--- src/rtl/nandecc_pkg.sv ---
package nandecc_pkg;

  typedef enum logic [1:0] {
    ECC_OFF  = 2'b00,
    ECC_ACC  = 2'b01,
    ECC_READ = 2'b10,
    ECC_CLR  = 2'b11
  } ecc_mode_e;

  localparam int CHUNK_BYTES = 256;
  localparam int IDX_W       = $clog2(CHUNK_BYTES);
  localparam int LP_W        = 2 * IDX_W;
  localparam int CODE_W      = 24;

  typedef struct packed {
    logic [LP_W-1:0] lp;    // line parity accumulators
    logic [7:0]      colx;  // running XOR of all bytes
  } chunk_acc_t;

  // Forms {byte2, byte1, byte0} from the raw accumulators.
  function automatic logic [CODE_W-1:0] form_code(chunk_acc_t a);
    logic [5:0] cp;
    cp[0] = a.colx[0] ^ a.colx[2] ^ a.colx[4] ^ a.colx[6];
    cp[1] = a.colx[1] ^ a.colx[3] ^ a.colx[5] ^ a.colx[7];
    cp[2] = a.colx[0] ^ a.colx[1] ^ a.colx[4] ^ a.colx[5];
    cp[3] = a.colx[2] ^ a.colx[3] ^ a.colx[6] ^ a.colx[7];
    cp[4] = ^a.colx[3:0];
    cp[5] = ^a.colx[7:4];
    return {~cp, 2'b11, ~a.lp[15:8], ~a.lp[7:0]};
  endfunction

endpackage

--- src/rtl/nandecc_tracker.sv ---
module nandecc_tracker
  import nandecc_pkg::*;
#(
  parameter int CHUNKS_MAX = 2,
  localparam int CH_W = (CHUNKS_MAX > 1) ? $clog2(CHUNKS_MAX) : 1
) (
  input  logic             clk,
  input  logic             rst_n,
  input  ecc_mode_e        mode,
  input  logic             big_page,
  input  logic             take,
  output logic [IDX_W-1:0] byte_idx,
  output logic [CH_W-1:0]  chunk_sel,
  output logic             upd,
  output logic             clr
);

  logic            full;
  logic [CH_W-1:0] last_chunk;

  assign last_chunk = big_page ? CH_W'(CHUNKS_MAX - 1) : '0;
  assign clr        = (mode == ECC_CLR);
  assign upd        = take && (mode == ECC_ACC) && !full;

  always_ff @(posedge clk) begin
    if (!rst_n || clr) begin
      byte_idx  <= '0;
      chunk_sel <= '0;
      full      <= 1'b0;
    end else if (upd) begin
      byte_idx <= byte_idx + 1'b1;
      if (&byte_idx) begin
        if (chunk_sel == last_chunk) full <= 1'b1;
        else chunk_sel <= chunk_sel + 1'b1;
      end
    end
  end


  idle_hold_chk: assert property (@(posedge clk) disable iff (!rst_n)
    (mode == ECC_OFF || mode == ECC_READ) |=> $stable(byte_idx) && $stable(chunk_sel));


  clear_zero_chk: assert property (@(posedge clk) disable iff (!rst_n)
    (mode == ECC_CLR) |=> (byte_idx == '0) && (chunk_sel == '0));


  chunk_range_chk: assert property (@(posedge clk) disable iff (!rst_n)
    !big_page |-> (chunk_sel == '0));

endmodule

--- src/rtl/nandecc_chunk_acc.sv ---
module nandecc_chunk_acc
  import nandecc_pkg::*;
(
  input  logic             clk,
  input  logic             rst_n,
  input  logic             clr,
  input  logic             upd,
  input  logic [IDX_W-1:0] byte_idx,
  input  logic [7:0]       dat_byte,
  output chunk_acc_t       acc
);

  logic            bpar;
  logic [LP_W-1:0] lp_flip;

  assign bpar = ^dat_byte;

  for (genvar k = 0; k < IDX_W; k++) begin : g_line
    assign lp_flip[2*k+1] = bpar &  byte_idx[k];
    assign lp_flip[2*k]   = bpar & ~byte_idx[k];
  end

  always_ff @(posedge clk) begin
    if (!rst_n || clr) begin
      acc <= '0;
    end else if (upd) begin
      acc.lp   <= acc.lp ^ lp_flip;
      acc.colx <= acc.colx ^ dat_byte;
    end
  end


  even_byte_lp_chk: assert property (@(posedge clk) disable iff (!rst_n)
    (upd && !clr && !(^dat_byte)) |=> $stable(acc.lp));


  no_update_hold_chk: assert property (@(posedge clk) disable iff (!rst_n)
    (!upd && !clr) |=> $stable(acc));

endmodule

--- src/rtl/nandecc_readout.sv ---
module nandecc_readout
  import nandecc_pkg::*;
#(
  parameter int CHUNKS_MAX = 2,
  localparam int CH_W = (CHUNKS_MAX > 1) ? $clog2(CHUNKS_MAX) : 1
) (
  input  logic                               clk,
  input  logic                               rst_n,
  input  ecc_mode_e                          mode,
  input  logic                               big_page,
  input  logic [CHUNKS_MAX-1:0][CODE_W-1:0]  codes,
  output logic                               code_valid,
  input  logic                               code_ready,
  output logic [7:0]                         code_byte
);

  logic [CH_W-1:0]   rd_chunk;
  logic [1:0]        rd_slot;
  logic              done;
  logic [CH_W-1:0]   last_chunk;
  logic [CODE_W-1:0] sel;

  assign last_chunk = big_page ? CH_W'(CHUNKS_MAX - 1) : '0;
  assign code_valid = (mode == ECC_READ) && !done;
  assign sel        = codes[rd_chunk];

  always_comb begin
    unique case (rd_slot)
      2'd0:    code_byte = sel[15:8];
      2'd1:    code_byte = sel[7:0];
      default: code_byte = sel[23:16];
    endcase
  end

  always_ff @(posedge clk) begin
    if (!rst_n || mode != ECC_READ) begin
      rd_chunk <= '0;
      rd_slot  <= '0;
      done     <= 1'b0;
    end else if (code_valid && code_ready) begin
      if (rd_slot == 2'd2) begin
        rd_slot <= '0;
        if (rd_chunk == last_chunk) done <= 1'b1;
        else rd_chunk <= rd_chunk + 1'b1;
      end else begin
        rd_slot <= rd_slot + 1'b1;
      end
    end
  end


  restart_chk: assert property (@(posedge clk) disable iff (!rst_n)
    (mode == ECC_READ && $past(mode) != ECC_READ) |-> (rd_chunk == '0 && rd_slot == '0 && !done));


  stall_hold_chk: assert property (@(posedge clk) disable iff (!rst_n)
    (code_valid && !code_ready) |=> (mode != ECC_READ) || $stable(code_byte));


  slot_range_chk: assert property (@(posedge clk) disable iff (!rst_n)
    rd_slot != 2'd3);


  done_quiet_chk: assert property (@(posedge clk) disable iff (!rst_n)
    done |=> !code_valid || $past(mode) != ECC_READ || mode != ECC_READ || done);

endmodule

--- src/rtl/nandecc_engine.sv ---
module nandecc_engine
  import nandecc_pkg::*;
#(
  parameter int CHUNKS_MAX = 2,
  localparam int CH_W = (CHUNKS_MAX > 1) ? $clog2(CHUNKS_MAX) : 1
) (
  input  logic       clk,
  input  logic       rst_n,
  input  logic [1:0] ecc_mode,
  input  logic       big_page,
  input  logic       dat_valid,
  output logic       dat_ready,
  input  logic [7:0] dat_byte,
  output logic       code_valid,
  input  logic       code_ready,
  output logic [7:0] code_byte
);

  ecc_mode_e                       mode;
  logic                            take;
  logic [IDX_W-1:0]                byte_idx;
  logic [CH_W-1:0]                 chunk_sel;
  logic                            upd;
  logic                            clr;
  chunk_acc_t                      accs [CHUNKS_MAX];
  logic [CHUNKS_MAX-1:0][CODE_W-1:0] codes;

  assign mode      = ecc_mode_e'(ecc_mode);
  assign dat_ready = (mode != ECC_READ);
  assign take      = dat_valid && dat_ready;

  nandecc_tracker #(.CHUNKS_MAX(CHUNKS_MAX)) u_tracker (
    .clk       (clk),
    .rst_n     (rst_n),
    .mode      (mode),
    .big_page  (big_page),
    .take      (take),
    .byte_idx  (byte_idx),
    .chunk_sel (chunk_sel),
    .upd       (upd),
    .clr       (clr)
  );

  for (genvar c = 0; c < CHUNKS_MAX; c++) begin : g_chunk
    logic upd_c;
    assign upd_c = upd && (chunk_sel == CH_W'(c));

    nandecc_chunk_acc u_acc (
      .clk      (clk),
      .rst_n    (rst_n),
      .clr      (clr),
      .upd      (upd_c),
      .byte_idx (byte_idx),
      .dat_byte (dat_byte),
      .acc      (accs[c])
    );

    assign codes[c] = form_code(accs[c]);
  end

  nandecc_readout #(.CHUNKS_MAX(CHUNKS_MAX)) u_readout (
    .clk        (clk),
    .rst_n      (rst_n),
    .mode       (mode),
    .big_page   (big_page),
    .codes      (codes),
    .code_valid (code_valid),
    .code_ready (code_ready),
    .code_byte  (code_byte)
  );


  port_accept_chk: assert property (@(posedge clk) disable iff (!rst_n)
    !(dat_ready && code_valid));

endmodule

--- config.mk ---
export PLATFORM = sky130hd
export DESIGN_NAME = nandecc_engine
export DESIGN_NICKNAME = d
export VERILOG_FILES = /design/src/rtl/nandecc_pkg.sv /design/src/rtl/nandecc_tracker.sv /design/src/rtl/nandecc_chunk_acc.sv /design/src/rtl/nandecc_readout.sv /design/src/rtl/nandecc_engine.sv
export SDC_FILE = /design/constraint.sdc
export NUM_CORES = 1
export LEC_CHECK = 0
export BUFFER_PORTS_ARGS = -buffer_cell sky130_fd_sc_hd__buf_2
export CAP_MARGIN = 30
export CORE_MARGIN = 2
export CORE_UTILIZATION = 45
export DETAILED_ROUTE_END_ITERATION = 8
export GPL_TIMING_DRIVEN = 0
export SLEW_MARGIN = 40
export SYNTH_ARGS = -nofsm -noshare
export SYNTH_HDL_FRONTEND = slang
export SYNTH_SLANG_ARGS = --single-unit
--- constraint.sdc ---
create_clock -name clk -period 3.8 [get_ports clk]
set_clock_uncertainty 0.2 [all_clocks]
set_input_delay 0.76 -clock clk [delete_from_list [all_inputs] [get_ports clk]]
set_output_delay 0.76 -clock clk [all_outputs]
set_load 0.02 [all_outputs]
---- After elaboration in Yosys (flattened, before gate mapping) ----
Index checks and enable logic that the tools add are counted.
storage, ports and cells
  register bits ........................... 62
  input port bits ......................... 15
  output and inout port bits .............. 10
cells by class
  add/sub/neg operators ................... 4
  order comparisons ....................... 1
  equality and inequality tests ........... 8
  mux-type cells .......................... 5
  bitwise gates (word level) .............. 61
  reduce and logical (&&, ||, !) cells .... 22
operator list
  cell                                                        number
  two-way mux 24 bit                                          2
  NOT 8 bit                                                   4
  bitwise XOR 16 bit                                          2
  bitwise XOR 1 bit                                           24
  AND reduction 10 bit                                        2
  AND 1 bit                                                   16
  one-hot mux 8 bit (2 select lines)                          1
  XOR reduction 4 bit                                         4
  bitwise XOR 8 bit                                           2
  NOT 6 bit                                                   2
  NOT 1 bit                                                   11
  adder 8 x 1 -> 8 bit, second input constant                 1
  XOR reduction 8 bit                                         1
  logical AND 1 bit                                           7
  equality test 2 bit, second input constant                  3
  AND reduction 3 bit                                         2
  equality test 2 x 1 -> 1 bit, second input constant         2
  logical NOT 1 bit                                           3
  adder 1 bit, second input constant                          2
  adder 2 x 1 -> 2 bit, second input constant                 1
  equality test 1 bit                                         2
  logical NOT 2 bit                                           1
  logical OR 1 bit                                            2
  less-than comparator 1 x 2 -> 1 bit, second input constant  1
  3 further kinds                                             3

---- Longest topological paths before layout ----
  word-level depth ........................ 7
  mapped depth ............................ 7

---- By module ----
A second synthesis with hierarchy kept.
unflattened totals
  cells, all modules ...................... 435
  area total of the unflattened synthesis .. 3683.5 µm²
by module, submodules not included
  module             times used  cells each  area an instance (µm²)  sequential area each (µm²)
  nandecc_chunk_acc  2           123         1091.0                  480.5
  nandecc_readout    1           68          616.8                   80.1
  nandecc_tracker    1           56          490.5                   200.2
  nandecc_engine     1           65          394.1                   0.0

---- Least setup slack after synthesis ----
No wires, ideal clock.
  path kind ............................... reg-to-output
  start ................................... register u_readout.rd_chunk
  end ..................................... output code_byte[6]
  arrival ................................. 1753 ps
  required time ........................... 2840 ps
  path slack .............................. 1087 ps
  cell stages (with the launch flop) ...... 4
  buffers on the path ..................... 1
  path through ............................ dfxtp_1 clkbuf_1 mux4_2 mux2i_1
between the ends
  word-level cells in the longest chain between the ends .. 3
ends and longest elaborated chain
  what                                                   line                   text
  from (decl)                                            nandecc_readout.sv:17  logic [CH_W-1:0] rd_chunk;
  from (signal assigned)                                 nandecc_readout.sv:44  else rd_chunk <= rd_chunk + 1'b1;
  two-way mux 24 bit (not written as such) (2 in a row)  nandecc_readout.sv:25  assign sel = codes[rd_chunk];
  one-hot mux 8 bit (2 select lines)                     nandecc_readout.sv:28  unique case (rd_slot)
  to (decl)                                              nandecc_engine.sv:16   output logic [7:0] code_byte
Every way passes these cells. The select of a mux whose other input is x is not followed.

---- Worst setup path after layout ----
  start ................................... register u_readout.rd_chunk
  end ..................................... output code_byte[2]
Same word-level chain as after synthesis.

==> qor.csv <==
metric;value;unit
status;complete, no violations;
vias per inst;5.30;
GRT overflow;0;
fillers;678;
Power Density;395;nW/um^2
antenna cell count;0;
final hold vios;0;
sequential fraction of the synthesis area;0.382;
Initial Util;0.471;
layout cells sized above 1;0.127;
# DRC;0;
GR Util met2;0.316;
# rows;30;
count of state elements after synthesis;62;
Synth Instances;377;
# Post-CTS Setup Buffers;0;
first-pass GRT wire length;13400;um
GP Congestion;0.830;
flop2flop setup slack;1.46;ns
met3 Track Usage GR;0.0369;
CTS Root Cell;clkbuf_8;
unrepaired setup endpoints after global routing;false;
Clock Latency Late Sink;0.33;ns
Final HPWL DP;5880;um
max_slew headroom;0.502;
clk sinks;62;
final worst path period need;3.45;ns
Die Area;7920;sq um
syn nets;393;
Peak Freq;0.290;GHz
peak fanout along the critical path;10;
commonest non-fill, non-tap cell in the layout;dfxtp_1;
highest-count cells in the layout ignoring fill and taps;62 x dfxtp_1, 50 x nand2_1, 36 x a21oi_1;
Chip Height;89.0;um
synth unique cells;29;
worst setup path endpoint;code_byte[2];
Hold Crit Start;u_tracker.full;
path type of the worst setup path;flop to output pin;
Critical Path AT;2.49;ns
GRT Overall Usage;0.226;
Final setup viols;0;
# H-tree levels;3;
core footprint;6910;sq um
Worst EP required;2.84;ns
R2R cell count;7;
Avg Cell Area, Syn;8.62;sq um
DR pass1 iterations;4;
worst slew pin tran;0.747;ns
Worst setup EP type;output pin;
Crit. Startpoint;u_readout.rd_chunk;
maximum clock path buffer count;2;
GR Layer Usage met1;0.341;
post-route setup TNS;0;ns
r2r startpoint;u_tracker.full;
Chip Width;89.0;um
Total Wirelength;8090;um
Worst-path clk slew;0.07;ns
Routed Antenna Nets;0;
yosys warns;0;
Most Used Layer, Global Route;met1;
synthesized area;3250;sq um
initial antenna violation count;0;
reg2reg end;g_chunk[0].u_acc.acc[21];
Final Net Count;428;
TritonCTS clock tree;built;
Tcrit/Tclk final;0.908;
pre-CTS setup slack;0.702;ns
Iteration-0 DRC Markers;228;
Tot Pwr;1.46;mW
pin count of the biggest net entering global routing;11;
Port Buffers;24;
HP Class;flop to flop;
drt wl/cell;15.8;um
WHS;0.265;ns
max-slew violations;0;
MaxCap Viol Count;0;
cts hold-fix bufs;0;
dpl cells;497;
number of global-route vias before repair;2623;
P_leak;1.21;nW
Worst Setup Slack, final;0.348;ns
I/O pins;25;
post-CTS sizing;0;
CP Launch Type;flop;
CTS Buf Count;9;
area grow syn2layout;13.2;%
via count;2714;
non-filler cells, final;512;
Worst IR Drop VDD;184;uV
cell usage after synthesis:
cell type   n  area [sq um]
or4_1      20           150
xnor2_1    30           263
xnor2_2     1          16.3
and4bb_2    1          12.5
mux2i_1     8          80.1
clkbuf_1   23          86.3
nand3b_1    1          7.51
ha_1        1          12.5
o211ai_1    4          30.0
buf_2       4          20.0
o21ai_0    17          85.1
nand2_1    50           188
xor2_1     28           245
o31ai_1    16           120
inv_1       1          3.75
mux4_2      8           180
nand4_1     3          18.8
nor3_1      1          5.00
a21oi_1    36           180
nor2_1     34           128
dfxtp_1    62          1240
nand4b_1    1          8.76
buf_1       2          7.51
nor2b_1     3          18.8
and2_1      2          12.5
nand2b_1    4          25.0
and3_1      2          12.5
or3_1      13          81.3
buf_6       1          11.3
per-stage QoR:
step	cell area [sq um]	util
after floorplan	3250	-
after global placement	3490	0.505
after detailed placement	3490	0.505
after CTS	3680	0.533
after global routing	3680	0.533
final	3680	0.533
worst min-delay path by stage:
stage,to,cells after the start
after global placement,u_tracker.full,2
after global routing,u_tracker.full,2
final,u_tracker.full,2
after detailed placement,u_tracker.full,2
after CTS,u_tracker.full,2
after floorplan,u_tracker.full,2
cells by family (layout without fill, tap and decap cells):
kind of cell    Yosys count  after routing  share of synthesized area
compound gates           73             73                      0.128
xor+xnor                 59             59                      0.161
fa+ha+maj                 1              1                    0.00385
buf+inv                  31             70                     0.0396
flops                    62             62                      0.382
mux                      16             16                     0.0801
simple gates            135            135                      0.206
layout make-up:
| type | count | area (sq um) | share of cell area |
|---|---|---|---|
| buffer | 30 | 125 | 0.0340 |
| clock buffer | 11 | 141 | 0.0384 |
| clock inverter | 4 | 47.5 | 0.0129 |
| inverter | 1 | 3.75 | 0.00102 |
| multi-input combinational | 284 | 1880 | 0.511 |
| sequential | 62 | 1240 | 0.337 |
| tap | 96 | 120 | 0.0326 |
| timing repair buffer | 24 | 120 | 0.0326 |
routing by layer:
metal | vias to the layer above | share of wire
li1 | 1387 | -
met1 | 1268 | 0.51
met2 | 53 | 0.42
met3 | 6 | 0.053
met4 | 0 | 0.010
met5 | - | 0
power breakdown:
group / internal (mW) / switching [mW]
combinational: 0.0653 / 0.155
clock: 0.315 / 0.256
sequential: 0.657 / 0.00638
total: 1.04 / 0.418
flip-flops by register name, summed over array words and instances, names as in the netlist:
| signal | flops |
|---|---|
| g_chunk.u_acc.acc | 48 |
| u_tracker.byte_idx | 8 |
| u_readout.rd_slot | 2 |
| u_readout.done | 1 |
| u_readout.rd_chunk | 1 |
| u_tracker.chunk_sel | 1 |
| u_tracker.full | 1 |
worst max-delay path, stage by stage (launching register included):
cell      delay (ns)
dfxtp_1         0.46
clkbuf_1        0.61
clkbuf_1        0.49
o21ai_0         0.20
mux2i_1         0.20
buf_2           0.20
Note: power is estimated with default switching activity, not from simulation.
